`src/rtl/adcconv_pkg.sv`:
```
// Shared types for the conversion sequencer.
package adcconv_pkg;

    // How conversions are launched.
    typedef enum logic [1:0] {
        MD_SINGLE = 2'd0,
        MD_FREE   = 2'd1,
        MD_AUTO   = 2'd2,
        MD_RSVD   = 2'd3
    } run_mode_e;

endpackage

```
`src/rtl/adcconv_phase.sv`:
```
// Tracks the converter clock phase from half-period ticks.
// Assumes: ticks alternate rising/falling; a triggered start is a rising edge.
module adcconv_phase (
    input  logic clk,
    input  logic rst_n,
    input  logic en_i,
    input  logic tick_i,
    input  logic realign_i,
    output logic rise_tick_o,
    output logic ck2_o
);
    logic rise_nxt_q;
    logic ck2_q;

    // Phase flag and half-rate clock, cleared by reset or disable.
    always_ff @(posedge clk) begin
        if (!rst_n || !en_i) begin
            rise_nxt_q <= 1'b1;
            ck2_q      <= 1'b0;
        end else if (realign_i) begin
            rise_nxt_q <= 1'b0;
            ck2_q      <= ~ck2_q;
        end else if (tick_i) begin
            rise_nxt_q <= ~rise_nxt_q;
            if (rise_nxt_q) ck2_q <= ~ck2_q;
        end
    end

    assign rise_tick_o = tick_i & rise_nxt_q;
    assign ck2_o       = ck2_q;
endmodule

```
`src/rtl/adcconv_launch.sv`:
```
// Accepts start requests and triggers and decides when a conversion launches.
// Assumes: start and trigger are single-cycle pulses.
module adcconv_launch
    import adcconv_pkg::*;
(
    input  logic      clk,
    input  logic      rst_n,
    input  logic      en_i,
    input  run_mode_e mode_i,
    input  logic      start_i,
    input  logic      trig_i,
    input  logic      busy_i,
    input  logic      rise_tick_i,
    output logic      go_user_o,
    output logic      go_auto_o,
    output logic      psc_rst_o
);
    logic pend_q;
    logic psc_q;
    logic user_ok;

    assign user_ok   = (mode_i != MD_AUTO);
    assign go_auto_o = en_i & ~busy_i & ~pend_q & trig_i & (mode_i == MD_AUTO);
    assign go_user_o = en_i & ~busy_i & rise_tick_i & (pend_q | (start_i & user_ok));

    // Pending software request and registered prescaler reset pulse.
    always_ff @(posedge clk) begin
        if (!rst_n || !en_i) begin
            pend_q <= 1'b0;
            psc_q  <= 1'b0;
        end else begin
            psc_q <= go_auto_o;
            if (go_user_o)                       pend_q <= 1'b0;
            else if (start_i && user_ok && !busy_i) pend_q <= 1'b1;
        end
    end

    assign psc_rst_o = psc_q;
endmodule

```
`src/rtl/adcconv_timer.sv`:
```
// Half-period conversion counter producing sample strobe, busy and done.
// Assumes: all lengths even except the triggered one; free-run restarts land on a rising tick.
module adcconv_timer #(
    parameter int CW        = 6,
    parameter int LEN_FIRST = 50,
    parameter int SH_FIRST  = 29,
    parameter int LEN_SE    = 26,
    parameter int SH_SE     = 3,
    parameter int LEN_AUTO  = 27,
    parameter int SH_AUTO   = 4,
    parameter int LEN_DHI   = 28,
    parameter int SH_DHI    = 5
) (
    input  logic clk,
    input  logic rst_n,
    input  logic en_i,
    input  logic tick_i,
    input  logic go_user_i,
    input  logic go_auto_i,
    input  logic free_i,
    input  logic diff_i,
    input  logic ck2_i,
    output logic busy_o,
    output logic sh_o,
    output logic done_o
);
    logic          busy_q, first_q, sh_q, done_q;
    logic [CW-1:0] cnt_q, len_q, shp_q, nxt;
    logic [CW-1:0] l_len, l_shp, r_len, r_shp;

    // Length and strobe point for a conversion with the given attributes.
    function automatic logic [2*CW-1:0] pick(input logic frst, input logic aut,
                                             input logic dif, input logic hi);
        if (frst)           return {CW'(LEN_FIRST), CW'(SH_FIRST)};
        else if (aut)       return {CW'(LEN_AUTO),  CW'(SH_AUTO)};
        else if (dif && hi) return {CW'(LEN_DHI),   CW'(SH_DHI)};
        else                return {CW'(LEN_SE),    CW'(SH_SE)};
    endfunction

    assign {l_len, l_shp} = pick(first_q, go_auto_i, diff_i, ck2_i);
    assign {r_len, r_shp} = pick(1'b0, 1'b0, diff_i, ck2_i);
    assign nxt            = cnt_q + CW'(1);

    // Conversion state: launch, count, strobe, finish or restart.
    always_ff @(posedge clk) begin
        if (!rst_n || !en_i) begin
            busy_q  <= 1'b0;
            first_q <= 1'b1;
            sh_q    <= 1'b0;
            done_q  <= 1'b0;
            cnt_q   <= '0;
            len_q   <= '0;
            shp_q   <= '0;
        end else begin
            sh_q   <= 1'b0;
            done_q <= 1'b0;
            if (go_user_i || go_auto_i) begin
                busy_q  <= 1'b1;
                first_q <= 1'b0;
                cnt_q   <= '0;
                len_q   <= l_len;
                shp_q   <= l_shp;
            end else if (busy_q && tick_i) begin
                cnt_q <= nxt;
                if (nxt == shp_q) sh_q <= 1'b1;
                if (nxt == len_q) begin
                    done_q <= 1'b1;
                    if (free_i) begin
                        cnt_q <= '0;
                        len_q <= r_len;
                        shp_q <= r_shp;
                    end else begin
                        busy_q <= 1'b0;
                    end
                end
            end
        end
    end

    assign busy_o = busy_q;
    assign sh_o   = sh_q;
    assign done_o = done_q;
endmodule

```
`src/rtl/adcconv_seq.sv`:
```
// Top of the conversion sequencer: phase tracking, launch control, timer.
// Assumes: ph_ce_i is a one-cycle tick at twice the converter clock rate.
module adcconv_seq #(
    parameter int LEN_FIRST = 50,
    parameter int SH_FIRST  = 29,
    parameter int LEN_SE    = 26,
    parameter int SH_SE     = 3,
    parameter int LEN_AUTO  = 27,
    parameter int SH_AUTO   = 4,
    parameter int LEN_DHI   = 28,
    parameter int SH_DHI    = 5
) (
    input  logic       clk,
    input  logic       rst_n,
    input  logic       en_i,
    input  logic       ph_ce_i,
    input  logic       start_i,
    input  logic       trig_i,
    input  logic [1:0] mode_i,
    input  logic       diff_i,
    output logic       psc_rst_o,
    output logic       sh_o,
    output logic       busy_o,
    output logic       done_o
);
    import adcconv_pkg::*;

    localparam int CW = $clog2(LEN_FIRST + 1);

    run_mode_e mode;
    logic tick, rise_tick, ck2, go_user, go_auto, psc_rst, busy;

    assign mode = run_mode_e'(mode_i);
    assign tick = ph_ce_i & ~psc_rst;

    adcconv_phase u_phase (
        .clk(clk), .rst_n(rst_n), .en_i(en_i), .tick_i(tick),
        .realign_i(go_auto), .rise_tick_o(rise_tick), .ck2_o(ck2)
    );

    adcconv_launch u_launch (
        .clk(clk), .rst_n(rst_n), .en_i(en_i), .mode_i(mode),
        .start_i(start_i), .trig_i(trig_i), .busy_i(busy),
        .rise_tick_i(rise_tick), .go_user_o(go_user), .go_auto_o(go_auto),
        .psc_rst_o(psc_rst)
    );

    adcconv_timer #(
        .CW(CW), .LEN_FIRST(LEN_FIRST), .SH_FIRST(SH_FIRST),
        .LEN_SE(LEN_SE), .SH_SE(SH_SE), .LEN_AUTO(LEN_AUTO), .SH_AUTO(SH_AUTO),
        .LEN_DHI(LEN_DHI), .SH_DHI(SH_DHI)
    ) u_timer (
        .clk(clk), .rst_n(rst_n), .en_i(en_i), .tick_i(tick),
        .go_user_i(go_user), .go_auto_i(go_auto), .free_i(mode == MD_FREE),
        .diff_i(diff_i), .ck2_i(ck2), .busy_o(busy), .sh_o(sh_o), .done_o(done_o)
    );

    assign busy_o    = busy;
    assign psc_rst_o = psc_rst;
endmodule

```
`config.mk`:
```
export PLATFORM = sky130hd
export DESIGN_NAME = adcconv_seq
export DESIGN_NICKNAME = d
export VERILOG_FILES = /design/src/rtl/adcconv_pkg.sv /design/src/rtl/adcconv_phase.sv /design/src/rtl/adcconv_launch.sv /design/src/rtl/adcconv_timer.sv /design/src/rtl/adcconv_seq.sv
export SDC_FILE = /design/constraint.sdc
export NUM_CORES = 1
export LEC_CHECK = 0
export ABC_AREA = 1
export BUFFER_PORTS_ARGS = -buffer_cell sky130_fd_sc_hd__buf_4
export CORE_UTILIZATION = 52
export DETAILED_ROUTE_END_ITERATION = 10
export HOLD_SLACK_MARGIN = 0.15
export PLACE_DENSITY = 0.74
export RECOVER_POWER = 25
export SLEW_MARGIN = 30
export SYNTH_ARGS = -nofsm -noshare
export SYNTH_HDL_FRONTEND = slang
export SYNTH_SLANG_ARGS = --single-unit
```
`constraint.sdc`:
```
create_clock -name clk -period 1.6 [get_ports clk]
set_clock_uncertainty 0.05 [all_clocks]
set_input_delay 0.24 -clock clk [delete_from_list [all_inputs] [get_ports clk]]
set_output_delay 0.24 -clock clk [all_outputs]
set_load 0.03 [all_outputs]
```
==> results.md, run 1 <==
Routing:
- The number of violations reported at the end of detailed-routing iteration 0 is 44.
- The first-pass iteration count of the detailed router is 5.
- The via count normalized by instance count is 5.202.
- The average routed wire per standard cell is 12.50 µm.
- The count of vias placed by the detailed router is 1337.
- The post-route DRC violation count is 0.
- The total detailed-routing wirelength is 3.213 mm.
- The detail route stage leaves a number of antenna-violating nets equal to 0.

Clocking:
- The number of sinks on the clock net is 23.
- Clock tree synthesis inserted a total of 3 buffers.
- Clock-pin slew was measured on the worst setup and hold paths at 140 ps.
- The clock tree from TritonCTS is built.
- The root buffer cell chosen for the clock tree is clkbuf_4.
- The buffer levels on the longest clock path is 2.
- Clock latency on the worst-skew pair, taken at its later pin, is 330 ps.
- In this run the number of H-tree levels came out at 1.
- Buffers inserted to repair hold after CTS numbered 0.

STA:
- The peak clock frequency supported by timing is 0.5819 GHz.
- The tightest slew margin relative to the limit is 76.25%.
- Setup violations remaining at the end of the flow were counted as 14.
- The pin slew with the least headroom to its limit is 357.7 ps.
- Setup repair after global routing could not meet its margin everywhere.
- The max-slew violation count is 0.
- After layout, the worst setup slack is -118.6 ps.
- The post-route fraction of the period consumed by the critical path is 107.4%.
- Across all hold checks on the routed design, the worst slack comes to 233.3 ps.
- The routed design could run at a clock period as short as 1719 ps.
- The final hold violation count is 0.

Global routing:
- The first global-routing pass estimated 5.161 mm of wire.
- The via count of the first global-routing pass was 1204.
- The initial antenna violation count was 0.
- The total overflow left after global routing is 0.
- Entering global routing, the biggest net connects 15 pins.
- Global routing consumed, over all layers together, 25.56% of the routing resources.

Synthesis:
- The biggest area contributor in the post-synthesis netlist is dfxtp_1.
- In this run, synthesis inferred 0 flip-flops with an integrated enable.
- The commonest cells after synthesis are nand2_1, inv_1, dfxtp_1, nand3_1, nor2_1.
- Counting flops and latches in the post-synthesis netlist gives 23.
- The share of the synthesized area in the top cell type is 34.82%.
- A synthesized cell averages 6.679 µm².
- The number of nets produced by synthesis is 208.
- The post-synthesis sequential area ratio is 34.82%.
- The most common cell in the synthesized netlist is nand2_1.
- Counting distinct cell types in the post-synthesis netlist gives 30.
- The area of the mapped netlist is 1323 µm².
- Ranked by total cell area, the synthesized netlist is headed by dfxtp_1, nand2_1, inv_1, nand3_1, nor2_1.
- The most common flop cell mapped by yosys is dfxtp_1.
- The share of flip-flops with an asynchronous set or reset is 0%.
- Synthesis handed over a netlist of 198 instances.
- During synthesis, Yosys emitted a total of 0 warnings.

Die:
- For this design the top-level I/O count stands at 13.
- The total area inside the core boundary comes to 2297 µm².
- The initial core utilization is 57.57%.
- The total die area is 2749 µm².
- The standard-cell row count is 17.
- The die is 52.43 µm wide.
- In this run the vertical extent of the chip is 52.43 µm.

Layout:
- The final instance area is 1692 µm².
- The synthesis-to-layout area growth is 27.91%.
- The filler cells instantiated in the layout total 174.
- At the end of the flow, the number of nets in the layout was 240.
- The repair_antennas step left the layout with diodes totalling 0.
- The ratio of cells with drive above 1 in the final layout is 31.00%.
- The final core area utilization is 73.64%.

Place:
- The number of buffers added on ports is 12.
- Summing all placed instances gives a cell area of 1564 µm².
- At the end of routability-driven placement, the weighted congestion stood at 0.9480.
- Detailed placement ended at an HPWL of 2.273 mm.

Worst hold path:
- The start point of the worst hold path is start_i.
- The path with the worst hold slack has its endpoint at u_launch.pend_q$_SDFFE_PP0P_.
- The cell count of the worst hold path is 4.
- The min-delay analysis places its worst path in the category in2reg.

Run status:
- The run finished, with violations left.
- The final reports fail on negative setup slack.

Worst setup path:
- The maximum fanout count along the critical path is 5.
- The critical path class is reg2reg.
- STA puts the critical path data arrival time at 1910 ps.
- The worst flop-to-flop path endpoint is u_timer.len_q[2]$_SDFFE_PP0P_.
- The number of cells on the worst reg-to-reg path is 12.
- The register-to-register path setup slack is -120 ps.
- The worst path required time is 1800 ps.
- STA classifies the critical path startpoint as a flip-flop.
- The critical path endpoint category is a flip-flop.
- In this run the critical register-to-register path is launched from u_timer.cnt_q[0]$_SDFFE_PP0P_.

Pwr:
- For this design the ratio of total power to cell area is 609.1 nW/µm².
- For this design the total switching power over the nets is 293.0 µW.
- The cell internal power dissipation is 737.3 µW.
- The fraction of power consumed by sequential logic is 57.5%.
- The cell leakage power is 0.7452 nW.
- The share of total power dissipated in the clock network is 28.9%.
- The peak supply drop is 0.8286 mV.
- The combinational share of power is 13.5%.
- Net switching is 28.44% of the power.

Job:
- The max-capacitance violation count is 0.
stage by stage:
stage,std cells,setup WS [ps],setup TNS (ps),total power [mW]
2_1_floorplan,198,6.688,0,0.6829
3_3_place_gp,250,-3.512,-3.512,0.7287
3_5_place_dp,250,-64.63,-189.2,0.7309
4_1_cts,256,-64.08,-224.2,1.013
5_1_grt,257,-225.6,-2518,1.065
6_report,257,-118.6,-812.7,1.030
kinds of logic after synthesis:
| logic type | after synthesis | share of synthesized area (%) |
|---|---|---|
| AO/OA/AOI/OAI | 32 | 13.62 |
| XOR/XNOR | 3 | 1.987 |
| adder cells (fa/ha/maj) | 1 | 0.9459 |
| buffers and inverters | 37 | 10.88 |
| flip-flops | 23 | 34.82 |
| AND/OR/NAND/NOR | 102 | 37.75 |
cell usage in the layout (no fill, tap or decap):
cell type   Yosys  final
xnor2_1         2      1
dfxtp_1        23     18
nand2_4         1      1
dfxtp_2         0      5
nand2_2         1      6
nand2_1        46     41
clkbuf_4        0      3
inv_1          26     26
inv_2           7      6
a21oi_1        12     12
or2_1           1      1
o21ai_1         9      8
inv_4           0      1
nor2_2          2      3
ha_4            0      1
o21ai_2         1      2
nor2_1         18     14
a21o_1          1      1
xor2_1          1      1
nor4_4          1      1
nand4_1         3      3
o211ai_1        1      1
o2111ai_1       1      1
nand3b_1        2      2
clkbuf_1        2      1
buf_4           1     29
xnor2_2         0      1
nand3_2         4      2
a21oi_2         2      2
nand3_4         1      4
nor3_1          3      3
nor2_4          0      3
nand3_1        19     19
clkinvlp_4      0      1
o21ai_0         5      5
worst max-delay path by stage:
stage	start	to	slack (ps)	cells past startpoint
4_1_cts	u_timer.cnt_q[0]$_SDFFE_PP0P_	u_timer.len_q[2]$_SDFFE_PP0P_	-60	12
6_report	u_timer.cnt_q[0]$_SDFFE_PP0P_	u_timer.len_q[2]$_SDFFE_PP0P_	-120	12
2_1_floorplan	u_launch.psc_rst_o$_SDFF_PP0_	u_timer.len_q[2]$_SDFFE_PP0P_	7	10
3_5_place_dp	u_timer.cnt_q[2]$_SDFFE_PP0P_	u_timer.len_q[2]$_SDFFE_PP0P_	-60	11
3_3_place_gp	u_timer.cnt_q[2]$_SDFFE_PP0P_	u_timer.shp_q[2]$_SDFFE_PP0P_	-4	11
5_1_grt	u_timer.cnt_q[0]$_SDFFE_PP0P_	u_timer.shp_q[2]$_SDFFE_PP0P_	-230	11
power groups by stage:
stage                     combinational [mW]  sequential [mW]  clock [mW]
after floorplan                       0.0778            0.605           0
after global placement                 0.124            0.605           0
after detailed placement               0.126            0.605           0
after CTS                              0.130            0.592       0.291
after global routing                   0.154            0.594       0.317
final                                  0.140            0.593       0.298
timing repair:
item / CTS / global route
gates cloned: 1 / 0
buffers inserted: 1 / 1
hold endpoints to repair: 0 / 0
resized for setup: 3 / 17
endpoints found under the setup margin: 12 / 18
pin swaps: 6 / 8
worst max-delay path: stages, from the launching register on:
cell and delay, ps:
dfxtp_2 360, ha_4 280, inv_4 40, nand2_2 50, nand2_2 70, nor2_4 130
nand2_2 70, nor2_4 150, nand3_4 120, nand2_4 120, nand3_4 80, nand2_2 70
nor2_1 40
flip-flops by register name, summed over array words and instances, names as in the netlist:
signal and cells:
u_phase.rise_nxt_q 1, u_launch.psc_rst_o 1, u_timer.sh_o 1, u_timer.cnt_q 6, u_timer.first_q 1, u_timer.busy_o 1, u_launch.pend_q 1, u_timer.len_q 5
u_timer.shp_q 4, u_timer.done_o 1, u_phase.ck2_o 1
area by class of cell:
cell class	count	area, µm²	share of cell area, %
multi-input cells	139	812.0	48.00
flip-flops and latches	23	466.7	27.59
repair buffers	30	221.5	13.09
inverters	33	126.4	7.470
well taps	28	35.03	2.071
clock buffers	3	22.52	1.331
clock inverters	1	7.507	0.4438
per-layer routing:
metal,vias to the layer above,track usage (%),wire (µm)
li1,698,-,-
met1,597,32.21,1436
met2,31,42.83,1569
met3,11,5.507,138
met4,0,8.333,68
met5,-,0,0
No activity file was read; power rests on OpenSTA's default activity.
==> run 2, diff against run 1 <==
CTS_BUF_LIST = sky130_fd_sc_hd__clkbuf_16   (was not set)
MAX_ROUTING_LAYER = met4   (was not set)
==> run 2 against run 1 <==
Effect of this change: the run still ends with negative setup slack left; register-to-register slack is essentially flat; fmax shrank 0.24%; clock power grew 82%; die area is the same; global-route usage grew 3.0 points; via count grew 4.6%; largest cell class unchanged.
==> results.md, run 2 (same netlist as run 1, synthesis figures left out) <==
STA:
- After routing, the total negative slack on setup checks comes to -893.7 ps.
- The max-slew violation count came to 0.
- For the pin with the worst max-slew slack, the measured transition is 480.5 ps.
- The final hold violation count is 0.
- The number of failing setup endpoints in the final timing report is 15.
- After layout, the worst setup slack is -122.8 ps.
- The final critical path time including I/O delays and setup is 1723 ps.
- Setup repair after global routing could not meet its margin everywhere.
- The tightest slew margin relative to the limit is 67.75%.
- Based on the critical path, the design can be clocked at up to 0.5804 GHz.
- Of the available clock period, the critical path in the final layout requires 107.7%.

Layout:
- The register bank with the most flops is u_timer.cnt_q.
- The library cell used most frequently in the layout, excluding fill and tap cells, is nand2_1.
- The synthesis-to-layout area growth is 31.13%.
- The final instance area is 1734 µm².
- The top cell types in the final layout, fill and taps aside, are nand2_1, buf_4, inv_1.
- The register with the most flip-flops in the layout has 6 of them.
- The largest registers in the layout are u_timer.cnt_q (6), u_timer.len_q (5), u_timer.shp_q (4).
- In the final design database the tool counted 242 nets.
- The ratio of cells with drive above 1 in the final layout is 29.87%.
- The number of antenna cells inserted is 0.

Global routing:
- For this run, global-route usage on met3 was measured as 5.217%.
- The maximum number of pins on one net before global-route repair is 13.
- The via count of the first global-routing pass is 1299.
- The total congestion overflow is 0.
- The layer carrying the most global-route usage is met2.
- The total routing usage reported by global routing is 28.56%.
- The initial antenna violation count is 0.
- In the global route stage, met1 resource usage came out at 31.75%.
- Global routing used 50.21% of the available met2 tracks.
- The wire length of the first global-routing pass is 5.561 mm.

Die:
- Row generation in the floorplan step produced 17 rows.
- The die boundary height is 52.43 µm.
- The total die area is 2749 µm².
- The width of the chip is 52.43 µm.
- The placeable core area is 2297 µm².
- The count of pins on the block boundary is 13.
- The initial core utilization is 57.57%.

Clocking:
- The post-CTS clock slew at the launch and capture registers of the worst setup and hold paths is 60 ps.
- The later-pin clock latency in the skew report is 260 ps.
- The clock passes through at most 2 buffers.
- The buffer type at the clock tree root is clkbuf_16.
- After clock tree synthesis, the flow added hold-fix buffers numbering 0.
- The number of buffers inserted during clock tree synthesis is 3.
- The number of sinks on the clock net is 23.
- The CTS H-tree depth is 1.
- TritonCTS built the clock tree.

Pwr:
- The power share of the clock group is 42.5%.
- The proportion of total power due to net switching is 23.37%.
- The peak supply drop is 0.6087 mV.
- The reported net switching power is 297.9 µW.
- Cell internal power was estimated by the tool at 977.1 µW.
- Combinational logic is responsible for 11.2% of the overall power.
- The power density relative to cell area is 735.2 nW/µm².
- The fraction of power consumed by sequential logic is 46.3%.
- The cell leakage power is 0.7779 nW.

Worst setup path:
- Data on the critical path is required at its endpoint by 1700 ps.
- The data arrival time at the worst-slack endpoint is 1820 ps.
- Setup slack on the worst reg-to-reg path comes out at -120 ps.
- The signal on the critical path passes through ha_4 > inv_1 > nand2_1 > nand2_1 > nand2_1 > nand2_1 > nand2_2 > nor2_4 > buf_4 > nand3_2 > o21ai_1 > a21oi_1.
- The maximum cell stage delay along the critical path is 360 ps.
- The number of logic stages on the critical path including buffering is 12.
- In this run the worst setup path begins at u_timer.cnt_q[0]$_SDFFE_PP0P_.
- The depth of the worst register-to-register path is 12.
- The largest individual stage delay along the critical path comes from the cell dfxtp_4.
- The maximum fanout count along the critical path is 4.
- The worst flop-to-flop path endpoint is u_timer.cnt_q[2]$_SDFFE_PP0P_.
- The most critical setup path has its endpoint at u_timer.cnt_q[2]$_SDFFE_PP0P_.
- The worst path buffer plus inverter count is 2.
- The critical path class is reg2reg.
- The kind of cell adding the most delay to the critical path is simple AND/OR/NAND/NOR gates.
- The launch point of the worst reg-to-reg path is u_timer.cnt_q[0]$_SDFFE_PP0P_.
- The worst setup path is launched from a flip-flop.
- STA classifies the critical path endpoint as a flip-flop.
- The most prevalent standard cell on the critical path is nand2_1.

Place:
- The total half-perimeter wirelength after legalization and detailed placement is 2.488 mm.
- The number of buffers added on ports is 12.
- Prior to clock tree synthesis, the placed netlist has a worst setup slack of -102.2 ps.
- The placed cell area is 1579 µm².
- The final RePlAce weighted congestion is 0.9336.

Routing:
- In the final routed layout, each cell accounts on average for 12.91 µm.
- The detailed router finished its first iteration with 54 violations.
- The via count normalized by instance count is 5.398.
- For this run, design rule violations remaining after detail routing come to 0.
- The first TritonRoute pass finished after 4 iterations.
- The routed layout has 1398 vias.
- Once detail routing completed, the nets flagged for antenna violations numbered 0.
- After detailed routing, the total wire length is 3.344 mm.

Job:
- The max-capacitance violation count is 0.

Worst hold path:
- The startpoint identified for the worst hold timing path is rst_n.
- The classification of the worst-slack hold path is in2reg.

Run status:
- The run finished, with violations left.
- The checks that failed: negative setup slack.
## run 2: changes by cell type in the layout (fill, tap and decap cells not counted), sizes merged
| cell | previous run | this run |
|---|---|---|
| buf | 29 | 30 |
| clkbuf | 4 | 5 |
| clkinvlp | 1 | 0 |
| inv | 33 | 34 |
## run 2: worst min-delay path by stage
| stage | end | depth (start not counted) | slack, ps |
|---|---|---|---|
| global route | u_launch.pend_q$_SDFFE_PP0P_ | 4 | 370 |
| detailed placement | u_phase.ck2_o$_SDFFE_PP0P_ | 1 | 400 |
| floorplan | u_phase.ck2_o$_SDFFE_PP0P_ | 1 | 370 |
| finish | u_launch.psc_rst_o$_SDFF_PP0_ | 3 | 330 |
| CTS | u_launch.psc_rst_o$_SDFF_PP0_ | 3 | 330 |
| global placement | u_phase.ck2_o$_SDFFE_PP0P_ | 1 | 390 |
## run 2: worst register-to-register path, delay by kind of cell (launching register included)
kind	cells	cell delay, ps
AND/OR/NAND/NOR	7	640
adder cells (fa/ha/maj)	1	170
AO/OA/AOI/OAI	2	210
flip-flops	1	360
buffers and inverters	2	180
## run 2: power by group through the flow
stage | clock [mW] | combinational (mW) | sequential (mW)
final | 0.542 | 0.143 | 0.590
after global routing | 0.573 | 0.159 | 0.591
after global placement | 0 | 0.127 | 0.604
after detailed placement | 0 | 0.130 | 0.604
after CTS | 0.552 | 0.134 | 0.591
after floorplan | 0 | 0.0778 | 0.605
## run 2: timing repair
item | in CTS | in global routing
cloned | 1 | 0
endpoints found under the setup margin | 15 | 17
pin swaps | 4 | 13
gates resized for setup | 4 | 13
buffers inserted | 0 | 2
## run 2: per-stage QoR
step	std cells	util (%)	power [mW]	hold WS [ps]
after global routing	259	75.49	1.323	374.7
after global placement	252	68.74	0.7310	388.2
after detailed placement	252	68.74	0.7347	397.5
after CTS	257	73.20	1.277	331.0
after floorplan	198	-	0.6829	372.5
final	259	75.49	1.275	333.6
## run 2: metal layers
| layer | up-vias | routed length, µm | part of all wire (%) |
|---|---|---|---|
| met3 | 9 | 114 | 3.4 |
| met4 | 0 | 86 | 2.6 |
| met2 | 29 | 1714 | 51 |
| met5 | - | 0 | 0 |
| li1 | 705 | - | - |
| met1 | 655 | 1429 | 43 |
## run 2: final cells by class
type / count / area, µm²
Sequential cell: 23 / 467.9
Multi-Input combinational cell: 139 / 795.8
Clock buffer: 3 / 75.07
Timing Repair Buffer: 32 / 232.7
Clock inverter: 1 / 3.754
Tap cell: 28 / 35.03
Inverter: 33 / 123.9
Fill cell: 176 / 563.0
